File: config.mk
export PLATFORM = sky130hd
export DESIGN_NAME = twowire_regslave
export DESIGN_NICKNAME = d
export VERILOG_FILES = /design/src/rtl/twr_pkg.sv /design/src/rtl/twr_sync.sv /design/src/rtl/twr_cond.sv /design/src/rtl/twr_regfile.sv /design/src/rtl/twr_proto.sv /design/src/rtl/twowire_regslave.sv
export SDC_FILE = /design/constraint.sdc
export NUM_CORES = 1
export LEC_CHECK = 0
export BUFFER_PORTS_ARGS = -buffer_cell sky130_fd_sc_hd__buf_2
export CAP_MARGIN = 20
export CORE_AREA = 4 4 114 197
export DETAILED_ROUTE_END_ITERATION = 7
export DIE_AREA = 0 0 118 201
export HOLD_SLACK_MARGIN = 0.05
export PLACE_DENSITY_LB_ADDON = 0.05
export SLEW_MARGIN = 40
export SYNTH_ARGS = -nofsm -noshare
export SYNTH_HDL_FRONTEND = slang
export SYNTH_SLANG_ARGS = --single-unit
File: constraint.sdc
create_clock -name clk -period 4.65 [get_ports clk]
set_clock_uncertainty 0.15 [all_clocks]
set_input_delay 1.395 -clock clk [delete_from_list [all_inputs] [get_ports clk]]
set_output_delay 1.395 -clock clk [all_outputs]
set_load 0.05 [all_outputs]
File: src/rtl/twr_pkg.sv
package twr_pkg;

  typedef enum logic [2:0] {
    ST_IDLE,
    ST_DEV,
    ST_IDX,
    ST_WR,
    ST_RD,
    ST_HOLD
  } twr_state_e;

  // upper six bits of the device address; LSB comes from the strap
  localparam logic [5:0] DEV_ADDR_HI = 6'b011101;

  localparam int IDX_SOFTRST = 0;
  localparam int IDX_ID_A    = 1;
  localparam int IDX_ID_B    = 2;
  localparam int IDX_CTRL    = 3;

  localparam logic [7:0] ID_A_VAL = 8'h88;
  localparam logic [7:0] ID_B_VAL = 8'h05;
  localparam logic [7:0] REG_DEFAULT = 8'h00;

endpackage

File: src/rtl/twr_sync.sv
module twr_sync #(
  parameter int WIDTH  = 2,
  parameter int STAGES = 2
) (
  input  logic             clk,
  input  logic             rst_n,
  input  logic [WIDTH-1:0] d,
  output logic [WIDTH-1:0] q
);

  logic [WIDTH-1:0] stg [STAGES];

  always_ff @(posedge clk or negedge rst_n) begin
    if (!rst_n) stg[0] <= '1;
    else        stg[0] <= d;
  end

  for (genvar s = 1; s < STAGES; s++) begin : g_stage
    always_ff @(posedge clk or negedge rst_n) begin
      if (!rst_n) stg[s] <= '1;
      else        stg[s] <= stg[s-1];
    end
  end

  assign q = stg[STAGES-1];

endmodule

File: src/rtl/twr_cond.sv
module twr_cond (
  input  logic clk,
  input  logic rst_n,
  input  logic scl_s,
  input  logic sda_s,
  output logic scl_rise,
  output logic scl_fall,
  output logic start_c,
  output logic stop_c
);

  logic scl_q, sda_q;

  always_ff @(posedge clk or negedge rst_n) begin
    if (!rst_n) begin
      scl_q <= 1'b1;
      sda_q <= 1'b1;
    end else begin
      scl_q <= scl_s;
      sda_q <= sda_s;
    end
  end

  always_comb begin
    scl_rise = scl_s & ~scl_q;
    scl_fall = ~scl_s & scl_q;
    start_c  = scl_s & scl_q & sda_q & ~sda_s;
    stop_c   = scl_s & scl_q & ~sda_q & sda_s;
  end

endmodule

File: src/rtl/twr_regfile.sv
module twr_regfile
  import twr_pkg::*;
#(
  parameter int NUM_REGS = 16,
  parameter int AW       = 7
) (
  input  logic          clk,
  input  logic          rst_n,
  input  logic          we,
  input  logic [AW-1:0] waddr,
  input  logic [7:0]    wdata,
  input  logic [AW-1:0] raddr,
  output logic [7:0]    rdata,
  output logic          cont
);

  localparam int IW = $clog2(NUM_REGS);

  logic [NUM_REGS-1:0][7:0] rval;
  logic soft_rst;

  assign soft_rst = we && (waddr == AW'(IDX_SOFTRST));

  for (genvar i = 0; i < NUM_REGS; i++) begin : g_reg
    if (i == IDX_SOFTRST) begin : g_zero
      assign rval[i] = 8'h00;
    end else if (i == IDX_ID_A) begin : g_ida
      assign rval[i] = ID_A_VAL;
    end else if (i == IDX_ID_B) begin : g_idb
      assign rval[i] = ID_B_VAL;
    end else begin : g_rw
      logic [7:0] q, d;
      logic       en;
      always_comb begin
        en = soft_rst || (we && (waddr == AW'(i)));
        d  = soft_rst ? REG_DEFAULT : wdata;
      end
      always_ff @(posedge clk or negedge rst_n) begin
        if (!rst_n)  q <= REG_DEFAULT;
        else if (en) q <= d;
      end
      assign rval[i] = q;
    end
  end

  always_comb begin
    if (int'(raddr) < NUM_REGS) rdata = rval[raddr[IW-1:0]];
    else                        rdata = 8'h00;
  end

  assign cont = rval[IDX_CTRL][0];

endmodule

File: src/rtl/twr_proto.sv
module twr_proto
  import twr_pkg::*;
#(
  parameter int AW = 7
) (
  input  logic          clk,
  input  logic          rst_n,
  input  logic          scl_rise,
  input  logic          scl_fall,
  input  logic          start_c,
  input  logic          stop_c,
  input  logic          sda_s,
  input  logic          strap,
  input  logic          cont,
  input  logic [7:0]    rdata,
  output logic          we,
  output logic [AW-1:0] waddr,
  output logic [7:0]    wdata,
  output logic [AW-1:0] ptr,
  output twr_state_e    st,
  output logic          sda_oe
);

  twr_state_e   st_n;
  logic [3:0]   cnt, cnt_n;
  logic         ackph, ack_n;
  logic [7:0]   sh, sh_n;
  logic [7:0]   rsh, rsh_n;
  logic [AW-1:0] ptr_n;
  logic         wrote, wrote_n;
  logic         oe_n;
  logic         dev_hit, accept_wr;

  always_comb begin
    st_n    = st;
    cnt_n   = cnt;
    ack_n   = ackph;
    sh_n    = sh;
    rsh_n   = rsh;
    ptr_n   = ptr;
    wrote_n = wrote;
    oe_n    = sda_oe;
    we      = 1'b0;
    dev_hit   = (sh[7:1] == {DEV_ADDR_HI, strap});
    accept_wr = cont || !wrote;

    if (stop_c) begin
      st_n = ST_IDLE; oe_n = 1'b0; ack_n = 1'b0; cnt_n = '0;
    end else if (start_c) begin
      st_n = ST_DEV;  oe_n = 1'b0; ack_n = 1'b0; cnt_n = '0;
    end else begin
      case (st)
        ST_DEV, ST_IDX, ST_WR: begin
          if (scl_rise) begin
            if (!ackph && cnt != 4'd8) begin
              sh_n  = {sh[6:0], sda_s};
              cnt_n = cnt + 4'd1;
            end
          end else if (scl_fall) begin
            if (ackph) begin
              ack_n = 1'b0;
              oe_n  = 1'b0;
            end else if (cnt == 4'd8) begin
              cnt_n = '0;
              if (st == ST_DEV) begin
                if (dev_hit) begin
                  ack_n = 1'b1;
                  oe_n  = 1'b1;
                  st_n  = sh[0] ? ST_RD : ST_IDX;
                end else begin
                  st_n = ST_IDLE;
                end
              end else if (st == ST_IDX) begin
                ack_n   = 1'b1;
                oe_n    = 1'b1;
                ptr_n   = sh[AW-1:0];
                wrote_n = 1'b0;
                st_n    = ST_WR;
              end else begin
                if (accept_wr) begin
                  ack_n   = 1'b1;
                  oe_n    = 1'b1;
                  we      = 1'b1;
                  wrote_n = 1'b1;
                  if (cont) ptr_n = ptr + AW'(1);
                end else begin
                  st_n = ST_HOLD;
                end
              end
            end
          end
        end
        ST_RD: begin
          if (scl_rise) begin
            if (!ackph) begin
              cnt_n = cnt + 4'd1;
            end else if (sda_s) begin
              st_n  = ST_HOLD;
              ack_n = 1'b0;
              oe_n  = 1'b0;
            end
          end else if (scl_fall) begin
            if (ackph) begin
              ack_n = 1'b0;
              cnt_n = '0;
              oe_n  = ~rdata[7];
              rsh_n = {rdata[6:0], 1'b0};
            end else if (cnt == 4'd8) begin
              ack_n = 1'b1;
              oe_n  = 1'b0;
              if (cont) ptr_n = ptr + AW'(1);
            end else if (cnt != 4'd0) begin
              oe_n  = ~rsh[7];
              rsh_n = {rsh[6:0], 1'b0};
            end
          end
        end
        default: ;
      endcase
    end
  end

  always_ff @(posedge clk or negedge rst_n) begin
    if (!rst_n) begin
      st     <= ST_IDLE;
      cnt    <= '0;
      ackph  <= 1'b0;
      sh     <= '0;
      rsh    <= '0;
      ptr    <= '0;
      wrote  <= 1'b0;
      sda_oe <= 1'b0;
    end else begin
      st     <= st_n;
      cnt    <= cnt_n;
      ackph  <= ack_n;
      sh     <= sh_n;
      rsh    <= rsh_n;
      ptr    <= ptr_n;
      wrote  <= wrote_n;
      sda_oe <= oe_n;
    end
  end

  assign waddr = ptr;
  assign wdata = sh;

endmodule

File: src/rtl/twowire_regslave.sv
module twowire_regslave
  import twr_pkg::*;
#(
  parameter int NUM_REGS    = 16,
  parameter int SYNC_STAGES = 2
) (
  input  logic clk,
  input  logic rst_n,
  input  logic scl_in,
  input  logic sda_in,
  input  logic addr_sel,
  output logic sda_pull_low
);

  localparam int AW = 7;

  logic [1:0] rst_pipe;
  logic       rst_ns;
  logic [1:0] line_s;
  logic       scl_s, sda_s;
  logic       scl_rise, scl_fall, start_c, stop_c;
  logic       strap_q, strap_done;
  logic       we, cont;
  logic [AW-1:0] waddr, ptr;
  logic [7:0] wdata, rdata;
  twr_state_e st;

  // reset asserts at once, releases on the clock
  always_ff @(posedge clk or negedge rst_n) begin
    if (!rst_n) rst_pipe <= 2'b00;
    else        rst_pipe <= {rst_pipe[0], 1'b1};
  end
  assign rst_ns = rst_pipe[1];

  // strap captured once on the first clock after release
  always_ff @(posedge clk or negedge rst_ns) begin
    if (!rst_ns) begin
      strap_q    <= 1'b0;
      strap_done <= 1'b0;
    end else if (!strap_done) begin
      strap_q    <= addr_sel;
      strap_done <= 1'b1;
    end
  end

  twr_sync #(.WIDTH(2), .STAGES(SYNC_STAGES)) u_sync (
    .clk  (clk),
    .rst_n(rst_ns),
    .d    ({scl_in, sda_in}),
    .q    (line_s)
  );
  assign scl_s = line_s[1];
  assign sda_s = line_s[0];

  twr_cond u_cond (
    .clk     (clk),
    .rst_n   (rst_ns),
    .scl_s   (scl_s),
    .sda_s   (sda_s),
    .scl_rise(scl_rise),
    .scl_fall(scl_fall),
    .start_c (start_c),
    .stop_c  (stop_c)
  );

  twr_proto #(.AW(AW)) u_proto (
    .clk     (clk),
    .rst_n   (rst_ns),
    .scl_rise(scl_rise),
    .scl_fall(scl_fall),
    .start_c (start_c),
    .stop_c  (stop_c),
    .sda_s   (sda_s),
    .strap   (strap_q),
    .cont    (cont),
    .rdata   (rdata),
    .we      (we),
    .waddr   (waddr),
    .wdata   (wdata),
    .ptr     (ptr),
    .st      (st),
    .sda_oe  (sda_pull_low)
  );

  twr_regfile #(.NUM_REGS(NUM_REGS), .AW(AW)) u_regs (
    .clk  (clk),
    .rst_n(rst_ns),
    .we   (we),
    .waddr(waddr),
    .wdata(wdata),
    .raddr(ptr),
    .rdata(rdata),
    .cont (cont)
  );

endmodule

==> results.ini <==
[logic_synthesis]
avgSynthCellArea_um2=11.0
ys_async_sr_fraction_pct=100
seq_area_frac_synth_pct=51.2
yosys.area.top_type=dfrtp_1
ys_types=65
synth_top_area_share_pct=49.0
synth.cell_area_um2=7160
yosysWarnings=0
synth-edff-count=0
ys_top_cells_by_area=dfrtp_1, mux2_2, mux4_2
synth_cells=649
synth_ff_type=dfrtp_1
synth_seq_cells=146

[status]
status=finished clean

[floorplan]
rows=70
die_width_um=118
core-area_um2=20800
die_area_um2=23700
io_pins=6
initial_utilization_pct=34.3
fp.dieH_um=201

[timing]
hold_viol_final=0
whs_ps=58.7
fin_ws_ps=1660
fmax_mhz=334
maxSlewHeadroom_pct=47.2
drv_slew=0
fin_crit_ps=2990
finalSetupTns_ps=0
worstMarginPinSlew_ps=790
grt_setup_unrepaired=no
report.final.setup_viol=0
fin_crit_sh_pct=64.4

[setup_path]
path_class=flip-flop to flip-flop
cp_data_required_time_ps=4810
crit_path_start_kind=flip-flop
r2r-start=u_proto.cnt[0]
crit_arrival_ps=3150
endpoint_kind=flip-flop
cp_max_fo=11
startpoint=u_proto.cnt[0]

[cells_and_area]
insertedDiodeCount=0
area_delta_synth_final_pct=12.8
fin_nets=661
fin_area_um2=8070
drive_gt1_share_pct=21.9

[clock_network]
cts_hold_buf=0
clkTransAtPathRegs_ps=60
numCtsBuffers=17
clock_path_buffers=2
clk_latency_ps=430
cts_tree=done
cts_resized=0
cts_setup_buffers=0
cts-root-buf=clkbuf_16
cts_num_sinks=146
htree_num_levels=4

[route]
wl_per_cell_um=22.5
viasPerCell=5.53
dr.pass1.iters=4
finalWirelength_um=20600
drc=0
ant_nets=0
drtIter0Drc=292
vias=5055

[pwr]
pwr-share-comb_pct=14.0
p_switching_w=0.00100
power_w=0.00341
p_int_w=0.00240
power_frac_seq_pct=43.8
p_leak_nw=3.39
ir_drop_uv=212
power_density_nw_per_um2=422
p_clk_share_pct=42.2
sw_frac_of_total_pct=29.5

[placed_design]
pre_cts_slack_ps=1660
port_buffers=5
routabilityCongestion=0.862
place_area_um2=7430
dp_hpwl_um=14500

[global_route]
grt_overflow=0
grt_max_degree=61
grt_pass1_wl_um=32500
grtUsageTotal_pct=18.2
grt_pass1_vias=5272
antenna_found_initial=0

[worst_hold_path]
hold_path_class=flip-flop to async pin

[flow_run]
timing.max_cap.violations=0

-- kinds of logic (layout without fill, tap and decap cells) --
group / Yosys count / after routing / share of synthesized area (%)
compound gates: 166 / 166 / 13.6
xor+xnor: 3 / 3 / 0.367
fa+ha+maj: 7 / 7 / 1.22
buf+inv: 45 / 57 / 2.78
flops: 146 / 146 / 51.2
mux: 85 / 85 / 16.5
other cells: 1 / 2 / 0.0524
simple gates: 196 / 196 / 14.4
-- Yosys cell counts, types with 2 or more instances --
cell type	n
a211o_1	2
a211oi_1	2
a21o_1	2
a21oi_1	27
a221oi_1	6
a22o_1	2
a311oi_1	4
a31o_2	4
a31oi_1	5
a41oi_1	2
and2_1	8
and3_1	5
and3b_1	4
and4_1	2
buf_1	2
buf_2	9
buf_6	2
clkbuf_1	21
clkinv_1	3
dfrtp_1	140
dfstp_2	6
ha_1	7
inv_1	7
mux2_2	52
mux2i_1	12
mux4_2	21
nand2_1	93
nand2b_1	5
nand3_1	12
nand4_1	2
nand4b_1	3
nor2_1	22
nor2b_1	12
nor3_1	6
nor3_4	5
nor4_1	3
o21a_1	2
o21ai_0	94
o22a_1	4
o22ai_1	3
xnor2_1	2
-- worst max-delay path, cell delays in order, from the launching register on --
cell	delay, ps
dfrtp_1	420
inv_1	80
ha_1	220
nand3b_1	260
nor3_1	250
buf_4	220
nand2_2	190
nor3_4	670
mux2_2	420
-- layout make-up --
| cell class | instances | area [µm²] |
|---|---|---|
| repair buffers | 15 | 116 |
| flip-flops and latches | 146 | 3660 |
| clock buffers | 20 | 467 |
| well taps | 252 | 315 |
| inverters | 10 | 37.5 |
| multi-input cells | 459 | 3320 |
| clock inverters | 12 | 154 |
| fillers | 2069 | 12800 |
-- metrics by stage --
| step | instances | utilization (%) |
|---|---|---|
| after floorplan | 650 | - |
| after global placement | 880 | 35.5 |
| after detailed placement | 881 | 35.6 |
| after CTS | 913 | 38.6 |
| after global routing | 914 | 38.7 |
| final | 914 | 38.7 |
-- layout by cell type (no fill, tap or decap), types with 6 or more instances in the layout --
master     count
and2_1         8
dfstp_2        6
nor3_1         6
clkbuf_16     17
buf_4          8
nor2_1        22
nand2_1       93
mux2i_1       12
nor2b_1       12
dfrtp_1      139
mux2_2        52
inv_1          7
mux4_2        21
ha_1           7
a221oi_1       6
o21ai_0       94
nand3_1       10
a21oi_1       27
-- worst paths after layout --
path | to | cells after the start | slack [ps]
min | u_regs.g_reg[3].g_rw.q[2] | 0 | 60
max in group asynchronous | u_cond.scl_q | 2 | 3180
max reg2reg | u_regs.g_reg[7].g_rw.q[6] | 8 | 1660
max | u_regs.g_reg[7].g_rw.q[6] | 8 | 1660
min in group clk | rst_pipe[1] | 0 | 200
min reg2reg | u_regs.g_reg[3].g_rw.q[2] | 0 | 60
-- registers in the layout (all words and copies together), names as in the netlist --
| name | cells |
|---|---|
| u_proto.wrote | 1 |
| u_cond.sda_q | 1 |
| u_proto.cnt | 4 |
| strap_q | 1 |
| u_proto.ptr | 7 |
| u_proto.rsh | 7 |
| strap_done | 1 |
| u_sync.q | 2 |
| u_proto.wdata | 8 |
| u_sync.stg | 2 |
| u_cond.scl_q | 1 |
| rst_pipe | 2 |
| u_proto.ackph | 1 |
| u_proto.st | 3 |
| u_proto.sda_oe | 1 |
| u_regs.g.g_rw.q | 104 |
-- per-layer routing --
layer	GRT usage, %	vias to the layer above	part of all wire [%]
met2	33.5	86	55
met5	0	-	0
met1	20.2	2571	39
li1	-	2358	-
met4	8.22	0	3.4
met3	3.24	40	2.4
-- power groups by stage --
stage                     registers (W)  clock network, W  logic [W]
after floorplan                 0.00145                 0   0.000346
after global placement          0.00152                 0   0.000469
after detailed placement        0.00152                 0   0.000478
after CTS                       0.00150           0.00148   0.000480
after global routing            0.00151           0.00153   0.000537
final                           0.00149           0.00144   0.000477
Note: power is estimated with default switching activity, not from simulation.
